File: src/rtl/stat_poll_pkg.sv
package stat_poll_pkg;

  typedef enum logic [1:0] {
    ST_IDLE  = 2'd0,
    ST_ISSUE = 2'd1,
    ST_WAIT  = 2'd2,
    ST_GAP   = 2'd3
  } pollState_t;

  // strobes from control to datapath
  typedef struct packed {
    logic load;        // capture config, clear flags and timer
    logic run;         // operation active, timer advances
    logic capture;     // store response byte
    logic setMatch;
    logic setTimeout;
    logic gapClear;    // restart interval counter
    logic gapStep;     // interval counter may advance on a tick
  } pollCtl_t;

endpackage

File: src/rtl/stat_poll_dp.sv
module stat_poll_dp
  import stat_poll_pkg::*;
#(
  parameter int DATA_W = 8,
  parameter int IVL_W  = 8,
  parameter int TMO_W  = 32
) (
  input  logic              clk,
  input  logic              rstN,
  input  pollCtl_t          ctl,
  input  logic [7:0]        cfgOpcode,
  input  logic [DATA_W-1:0] cfgMask,
  input  logic [DATA_W-1:0] cfgMatch,
  input  logic [IVL_W-1:0]  cfgInterval,
  input  logic [TMO_W-1:0]  cfgLimit,
  input  logic              sclkTick,
  input  logic [DATA_W-1:0] rspData,
  output logic [7:0]        opcode,
  output logic [DATA_W-1:0] lastStatus,
  output logic              matchFlag,
  output logic              timeoutFlag,
  output logic              hit,
  output logic              expired,
  output logic              gapDone
);

  localparam logic [TMO_W-1:0] TIMER_MAX = {TMO_W{1'b1}};

  logic [DATA_W-1:0] maskQ, matchQ;
  logic [IVL_W-1:0]  intervalQ, gapCnt;
  logic [TMO_W-1:0]  limitQ, timer;

  always_ff @(posedge clk or negedge rstN) begin
    if (!rstN) begin
      opcode    <= '0;
      maskQ     <= '0;
      matchQ    <= '0;
      intervalQ <= '0;
      limitQ    <= '0;
    end else if (ctl.load) begin
      opcode    <= cfgOpcode;
      maskQ     <= cfgMask;
      matchQ    <= cfgMatch;
      intervalQ <= cfgInterval;
      limitQ    <= cfgLimit;
    end
  end

  // timeout timer: system clock cycles since start, saturating
  always_ff @(posedge clk or negedge rstN) begin
    if (!rstN)                            timer <= '0;
    else if (ctl.load)                    timer <= '0;
    else if (ctl.run && timer != TIMER_MAX) timer <= timer + 1'b1;
  end

  // interval counter in serial clock periods
  always_ff @(posedge clk or negedge rstN) begin
    if (!rstN)                                    gapCnt <= '0;
    else if (ctl.gapClear)                        gapCnt <= '0;
    else if (ctl.gapStep && sclkTick && !gapDone) gapCnt <= gapCnt + 1'b1;
  end

  always_ff @(posedge clk or negedge rstN) begin
    if (!rstN)            lastStatus <= '0;
    else if (ctl.capture) lastStatus <= rspData;
  end

  always_ff @(posedge clk or negedge rstN) begin
    if (!rstN) begin
      matchFlag   <= 1'b0;
      timeoutFlag <= 1'b0;
    end else if (ctl.load) begin
      matchFlag   <= 1'b0;
      timeoutFlag <= 1'b0;
    end else begin
      if (ctl.setMatch)   matchFlag   <= 1'b1;
      if (ctl.setTimeout) timeoutFlag <= 1'b1;
    end
  end

  assign hit     = ((rspData & maskQ) == matchQ);
  assign expired = (timer >= limitQ);
  assign gapDone = (gapCnt == intervalQ);


  flagsExclusive_chk: assert property (@(posedge clk) disable iff (!rstN)
    !(matchFlag && timeoutFlag));


  timeoutCause_chk: assert property (@(posedge clk) disable iff (!rstN)
    $rose(timeoutFlag) |-> $past(expired) && !$past(hit));


  captureStatus_chk: assert property (@(posedge clk) disable iff (!rstN)
    ctl.capture |=> lastStatus == $past(rspData));

endmodule

File: src/rtl/stat_poll_ctrl.sv
module stat_poll_ctrl
  import stat_poll_pkg::*;
(
  input  logic     clk,
  input  logic     rstN,
  input  logic     start,
  input  logic     reqReady,
  input  logic     rspValid,
  input  logic     hit,
  input  logic     expired,
  input  logic     gapDone,
  output pollCtl_t ctl,
  output logic     reqValid,
  output logic     busy
);

  pollState_t state, stateNxt;

  always_ff @(posedge clk or negedge rstN) begin
    if (!rstN) state <= ST_IDLE;
    else       state <= stateNxt;
  end

  always_comb begin
    stateNxt = state;
    ctl      = '0;
    ctl.run  = (state != ST_IDLE);
    unique case (state)
      ST_IDLE: begin
        if (start) begin
          ctl.load = 1'b1;
          stateNxt = ST_ISSUE;
        end
      end
      ST_ISSUE: begin
        if (reqReady) stateNxt = ST_WAIT;
      end
      ST_WAIT: begin
        if (rspValid) begin
          ctl.capture = 1'b1;
          if (hit) begin
            ctl.setMatch = 1'b1;
            stateNxt     = ST_IDLE;
          end else if (expired) begin
            ctl.setTimeout = 1'b1;
            stateNxt       = ST_IDLE;
          end else begin
            ctl.gapClear = 1'b1;
            stateNxt     = ST_GAP;
          end
        end
      end
      ST_GAP: begin
        ctl.gapStep = 1'b1;
        if (gapDone) stateNxt = ST_ISSUE;
      end
      default: stateNxt = ST_IDLE;
    endcase
  end

  assign reqValid = (state == ST_ISSUE);
  assign busy     = (state != ST_IDLE);


  reqHold_chk: assert property (@(posedge clk) disable iff (!rstN)
    reqValid && !reqReady |=> reqValid);


  startOnlyIdle_chk: assert property (@(posedge clk) disable iff (!rstN)
    $rose(busy) |-> $past(start));


  reqAfterStart_chk: assert property (@(posedge clk) disable iff (!rstN)
    !busy && start |=> reqValid);

endmodule

File: src/rtl/stat_poll.sv
module stat_poll
  import stat_poll_pkg::*;
#(
  parameter int DATA_W = 8,
  parameter int IVL_W  = 8,
  parameter int TMO_W  = 32
) (
  input  logic              clk,
  input  logic              rstN,
  input  logic              start,
  input  logic [7:0]        cfgOpcode,
  input  logic [DATA_W-1:0] cfgMask,
  input  logic [DATA_W-1:0] cfgMatch,
  input  logic [IVL_W-1:0]  cfgInterval,
  input  logic [TMO_W-1:0]  cfgLimit,
  input  logic              sclkTick,
  output logic              reqValid,
  input  logic              reqReady,
  output logic [7:0]        reqOpcode,
  input  logic              rspValid,
  input  logic [DATA_W-1:0] rspData,
  output logic              busy,
  output logic              matchFlag,
  output logic              timeoutFlag,
  output logic [DATA_W-1:0] lastStatus
);

  pollCtl_t ctl;
  logic     hit, expired, gapDone;

  stat_poll_ctrl u_ctrl (
    .clk      (clk),
    .rstN     (rstN),
    .start    (start),
    .reqReady (reqReady),
    .rspValid (rspValid),
    .hit      (hit),
    .expired  (expired),
    .gapDone  (gapDone),
    .ctl      (ctl),
    .reqValid (reqValid),
    .busy     (busy)
  );

  stat_poll_dp #(
    .DATA_W (DATA_W),
    .IVL_W  (IVL_W),
    .TMO_W  (TMO_W)
  ) u_dp (
    .clk         (clk),
    .rstN        (rstN),
    .ctl         (ctl),
    .cfgOpcode   (cfgOpcode),
    .cfgMask     (cfgMask),
    .cfgMatch    (cfgMatch),
    .cfgInterval (cfgInterval),
    .cfgLimit    (cfgLimit),
    .sclkTick    (sclkTick),
    .rspData     (rspData),
    .opcode      (reqOpcode),
    .lastStatus  (lastStatus),
    .matchFlag   (matchFlag),
    .timeoutFlag (timeoutFlag),
    .hit         (hit),
    .expired     (expired),
    .gapDone     (gapDone)
  );


  quietAfterMatch_chk: assert property (@(posedge clk) disable iff (!rstN)
    matchFlag |-> !reqValid && !busy);


  opcodeStable_chk: assert property (@(posedge clk) disable iff (!rstN)
    busy && $past(busy) |-> $stable(reqOpcode));

endmodule

File: config.mk
export PLATFORM = sky130hd
export DESIGN_NAME = stat_poll
export DESIGN_NICKNAME = d
export VERILOG_FILES = /design/src/rtl/stat_poll_pkg.sv /design/src/rtl/stat_poll_dp.sv /design/src/rtl/stat_poll_ctrl.sv /design/src/rtl/stat_poll.sv
export SDC_FILE = /design/constraint.sdc
export NUM_CORES = 1
export LEC_CHECK = 0
export BUFFER_PORTS_ARGS = -buffer_cell sky130_fd_sc_hd__buf_4
export CORE_AREA = 2 2 135 98
export DETAILED_ROUTE_END_ITERATION = 8
export DIE_AREA = 0 0 137 100
export PLACE_DENSITY = 0.73
export SYNTH_ARGS = -nofsm -noshare
export SYNTH_HDL_FRONTEND = slang
export SYNTH_SLANG_ARGS = --single-unit
File: constraint.sdc
create_clock -name clk -period 3.2 [get_ports clk]
set_input_delay 0.64 -clock clk [delete_from_list [all_inputs] [get_ports clk]]
set_output_delay 0.64 -clock clk [all_outputs]
set_load 0.02 [all_outputs]
# Word-level counts from Yosys, hierarchy flattened
# Index checks and enable logic that the tools add are counted.
# Widths: inputs -> output; s select.
# totals
reg_bits	116
output_inout_bits	20
# op_classes
reduce_logical	11
n_addsub	2
n_bitwise	1
n_mux	24
eq_ne	10
n_lt_le_gt_ge	1
# op_table
cell	n
$mux 32	2
$add 32x1->32 const B	1
$ge 32x32->1	1
$ne 32x32->1 const B	1
$eq 8x8->1	2
$mux 8	2
$mux 2	7
$mux 1	10
$reduce_bool 2->1	5
$add 8x1->8 const B	1
$and 8x8->8	1
$mux 4	2
$pmux 2 s4	1
$eq 2x2->1 const B	2
$ne 2x1->1 const B	2
$ne 2x2->1 const B	2
$reduce_and 4->1	1
$logic_and 1x1->1	3
$eq 2x1->1 const B	1
$logic_not 2->1	1
$logic_not 1->1	1

# Depth between registers and ports, before layout
# logic_depth
depth_word	7
depth_mapped	9
depth_no_buf	8

# Modules after synthesis
# From an unflattened synthesis, not the netlist that was laid out.
# unflattened
hier_cells	589
hier_area_um2	6045.8
# by_module_without_submodules
mod	area_per_inst_um2	instances	cells_per_inst	seq_area_each_um2
stat_poll_dp	5808.1	1	564	2852.7
stat_poll_ctrl	237.7	1	25	50.0

# Least setup slack after synthesis
# Ideal clock, no wire load.
# synth_timing
path_kind	reg2reg
from	register u_dp.timer[22]
to	register u_dp.timeoutFlag
synth_period_minus_slack_ps	2185
t_arrival_ps	2057
path_stages_with_launch	8
path_slack_ps	1015
setup_ps	128
t_required_ps	3072
path_cell_list	dfrtp_1 ha_1 and4_1 a221o_1 a2111oi_0 o21a_1 buf_2 o21ai_0
# synth_between
elab_chain_cells	6
# synth_rtl
element	line_no	source
start, declared	stat_poll_dp.sv:31	logic [TMO_W-1:0] limitQ, timer;
start signal, assigned	stat_poll_dp.sv:53	else if (ctl.run && timer != TIMER_MAX) timer <= timer + 1'b1;
$ge 32x32->1	stat_poll_dp.sv:82	assign expired = (timer >= limitQ);
$mux 1	stat_poll_ctrl.sv:44	end else if (expired) begin
$mux 2	stat_poll_ctrl.sv:41	if (hit) begin
$mux 4	stat_poll_ctrl.sv:39	if (rspValid) begin
$mux 4	stat_poll_ctrl.sv:28	unique case (state)
$reduce_bool 2->1 (no source line)	--	
end signal, assigned	stat_poll_dp.sv:71	timeoutFlag <= 1'b0;
end signal, assigned	stat_poll_dp.sv:74	timeoutFlag <= 1'b0;
end signal, assigned	stat_poll_dp.sv:77	if (ctl.setTimeout) timeoutFlag <= 1'b1;
end, declared	stat_poll_dp.sv:21	output logic timeoutFlag,
# Every way passes these cells.
# A chain may end at the register's enable or synchronous reset.

# Final worst setup path
# layout_timing
from	register u_dp.timer[17]
to	register u_dp.timeoutFlag
# The elaborated chain is that of the path after synthesis.

==> key figures <==
Yosys
  – Cells after synthesis: 643
  – Sequential fraction of the synthesis area: 0.480
  – EDFF count, synth: 0
  – Synthesized flop and latch total: 116
  – Top FF cell, synth: dfrtp_1
  – Netlist cell types: 55
  – Synth Cell Area: 6050 um2
  – Avg Cell Area, Syn: 9.40 um2
  – Net Count, Synth: 759
  – Async SR Flop Fraction: 1.00
  – Yosys warning count: 0

CTS
  – Hold Buf Count CTS: 0
  – Clock sink count: 116
  – CTS tree: built
  – Worst-path clk slew: 0.05 ns
  – Post-CTS Setup Bufs: 0
  – CTS Buf Count: 17
  – Clock Tree Root: clkbuf_16
  – Worst-skew pair later-pin latency: 0.42 ns
  – Clock buffer depth: 2
  – PostCTS Resize Cnt: 0
  – Htree depth: 4

GRT
  – Grt ovf: 0
  – Largest net degree at the start of global routing: 70
  – First-pass GRT wire length: 23300 um
  – Antenna violations before repair: 0
  – Total GRT Usage: 0.216
  – Vias in the first global route: 5006

Power
  – Leak: 3.81 nW
  – Power density of the placed cells: 829 nW/um2
  – Tot Pwr: 0.00630 W
  – Peak supply drop: 0.482 mV

Routing
  – Vias: 4829
  – First drt pass iteration count: 4
  – Final wirelength: 13800 um
  – Final routed DRC violation total: 0
  – Wire per inst: 15.0 um
  – Post-route ant nets: 0
  – Starting DRC count in detailed routing: 382
  – Post-DR vias/cell: 5.25

Hold path
  – Type of the most critical hold path: in2async

Timing
  – Min cycle time layout: 2.77 ns
  – Final Hold Fails: 0
  – Final worst slack: 0.433 ns
  – Worst-Margin Slew: 0.893 ns
  – Unrepaired setup endpoints after global routing: no
  – Final Max Slew Viols: 0
  – F_max: 361 MHz
  – Final Skew: 0.0111 ns
  – Final setup violation count: 0
  – Max-slew headroom: 0.404
  – Sum Neg Setup Slack: 0 ns
  – Period utilization: 0.865

Final layout
  – Post-route cell area: 7590 um2
  – Ant diodes: 0
  – Layout cells sized above 1: 0.210
  – Commonest non-fill, non-tap cell in the layout: nand2_1
  – Area Overhead vs Synth: 25.6%
  – Layout Nets: 858
  – Commonest non-fill, non-tap cells in the layout: 164 x nand2_1, 116 x dfrtp_1, 102 x buf_4

Floorplanning
  – IO Pins: 98
  – Die ar.: 13700 um2
  – FP Rows: 35
  – Initial core utilization: 0.479
  – Die width: 137 um
  – Core ar.: 12600 um2
  – Die H: 100 um

Critical path
  – Req. time, crit path: 3.48 ns
  – Crit path max fanout: 11
  – WS Path Type: reg2reg
  – CP arrival: 3.05 ns
  – Worst setup EP type: flip-flop
  – Type of origin of the critical path: flip-flop

Placed design
  – DP Area: 6950 um2
  – Pre-CTS WS: 0.481 ns
  – DP HPWL: 9620 um
  – Routability cong.: 0.823
  – # port buffers: 97

Job
  – Maxcap violations: 0

Run status
  – Status: complete, no violations
report_power, final:
part / internal (W) / switching (W)
clock network: 0.00143 / 0.000660
registers: 0.00195 / 0.000294
logic: 0.000807 / 0.00115
path summary, 6_finish.rpt:
path / from / end / slack [ns] / depth (start not counted)
worst max-delay path: u_dp.timer[17] / u_dp.timeoutFlag / 0.43 / 7
min in group clk: cfgInterval[3] / u_dp.intervalQ[3] / 0.41 / 3
worst min-delay path: rstN / u_dp.lastStatus[6] / 0.33 / 1
worst min register to register: u_dp.opcode[6] / u_dp.opcode[6] / 0.47 / 2
max in group asynchronous: rstN / u_dp.timer[7] / 2.08 / 2
worst max register to register: u_dp.timer[17] / u_dp.timeoutFlag / 0.43 / 7
stage by stage:
step	instances	hold WS, ns	util
after global routing	920	0.408	0.602
final	920	0.334	0.602
after CTS	920	0.365	0.602
after global placement	889	0.460	0.551
after detailed placement	889	0.463	0.551
after floorplan	643	0.344	-
synth_stat cells (4+ instances only):
master    instances  area share
nand2_1         164        0.10
dfrtp_1         116        0.48
ha_1             38       0.079
inv_1            38       0.024
o21ai_0          36       0.030
nor2_1           34       0.021
a21oi_1          28       0.023
xor2_1           28       0.041
nand3_1          20       0.017
clkbuf_1         17       0.011
xnor2_1          14       0.020
nand4_1          13       0.013
and4_1            9       0.013
mux2_2            8       0.015
nor3_1            7      0.0058
and3_1            5      0.0052
o22ai_1           5      0.0052
a21o_1            4      0.0050
or3_1             4      0.0041
critical path: stages, from the launching register on:
cell and delay, ns:
dfrtp_1 0.44, ha_1 0.36, a21oi_1 0.14, o21ai_0 0.12, a221o_1 0.37, a2111oi_0 0.57
o21a_1 0.49, o21ai_0 0.16
flip-flops by register name (all words and copies together), names as in the netlist:
| name | cells |
|---|---|
| u_dp.limitQ | 32 |
| u_dp.timer | 32 |
| u_dp.gapCnt | 8 |
| u_dp.intervalQ | 8 |
| u_dp.lastStatus | 8 |
| u_dp.maskQ | 8 |
| u_dp.matchQ | 8 |
| u_dp.opcode | 8 |
| u_ctrl.state | 2 |
| u_dp.matchFlag | 1 |
| u_dp.timeoutFlag | 1 |
final cells by class:
cell class | instances | area (um2)
timing repair buffer | 103 | 786
inverter | 38 | 143
fill | 1038 | 5020
multi-input combinational | 466 | 2910
clock inverter | 10 | 178
tap | 166 | 208
clock buffer | 21 | 470
sequential | 116 | 2900
routing by layer:
metal  wire length (um)  vias to the layer above  GRT usage  part of all wire
li1                   -                     2384          -                 -
met4                247                        0     0.0904             0.018
met5                  0                        -          0                 0
met3                571                       24     0.0566             0.041
met2               6410                       99      0.340              0.47
met1               6540                     2322      0.285              0.48
logic make-up (layout without fill, tap and decap cells):
family / after synthesis / after routing / synth area share
and+or+nand+nor: 281 / 281 / 0.225
muxes: 11 / 11 / 0.0199
AOI/OAI and AO/OA: 94 / 94 / 0.0952
xor gates and xnor gates: 42 / 42 / 0.0608
adders and majority gates: 38 / 38 / 0.0786
buffers and inverters: 61 / 172 / 0.0402
DFF: 116 / 116 / 0.480
No activity file was read; power rests on OpenSTA's default activity.
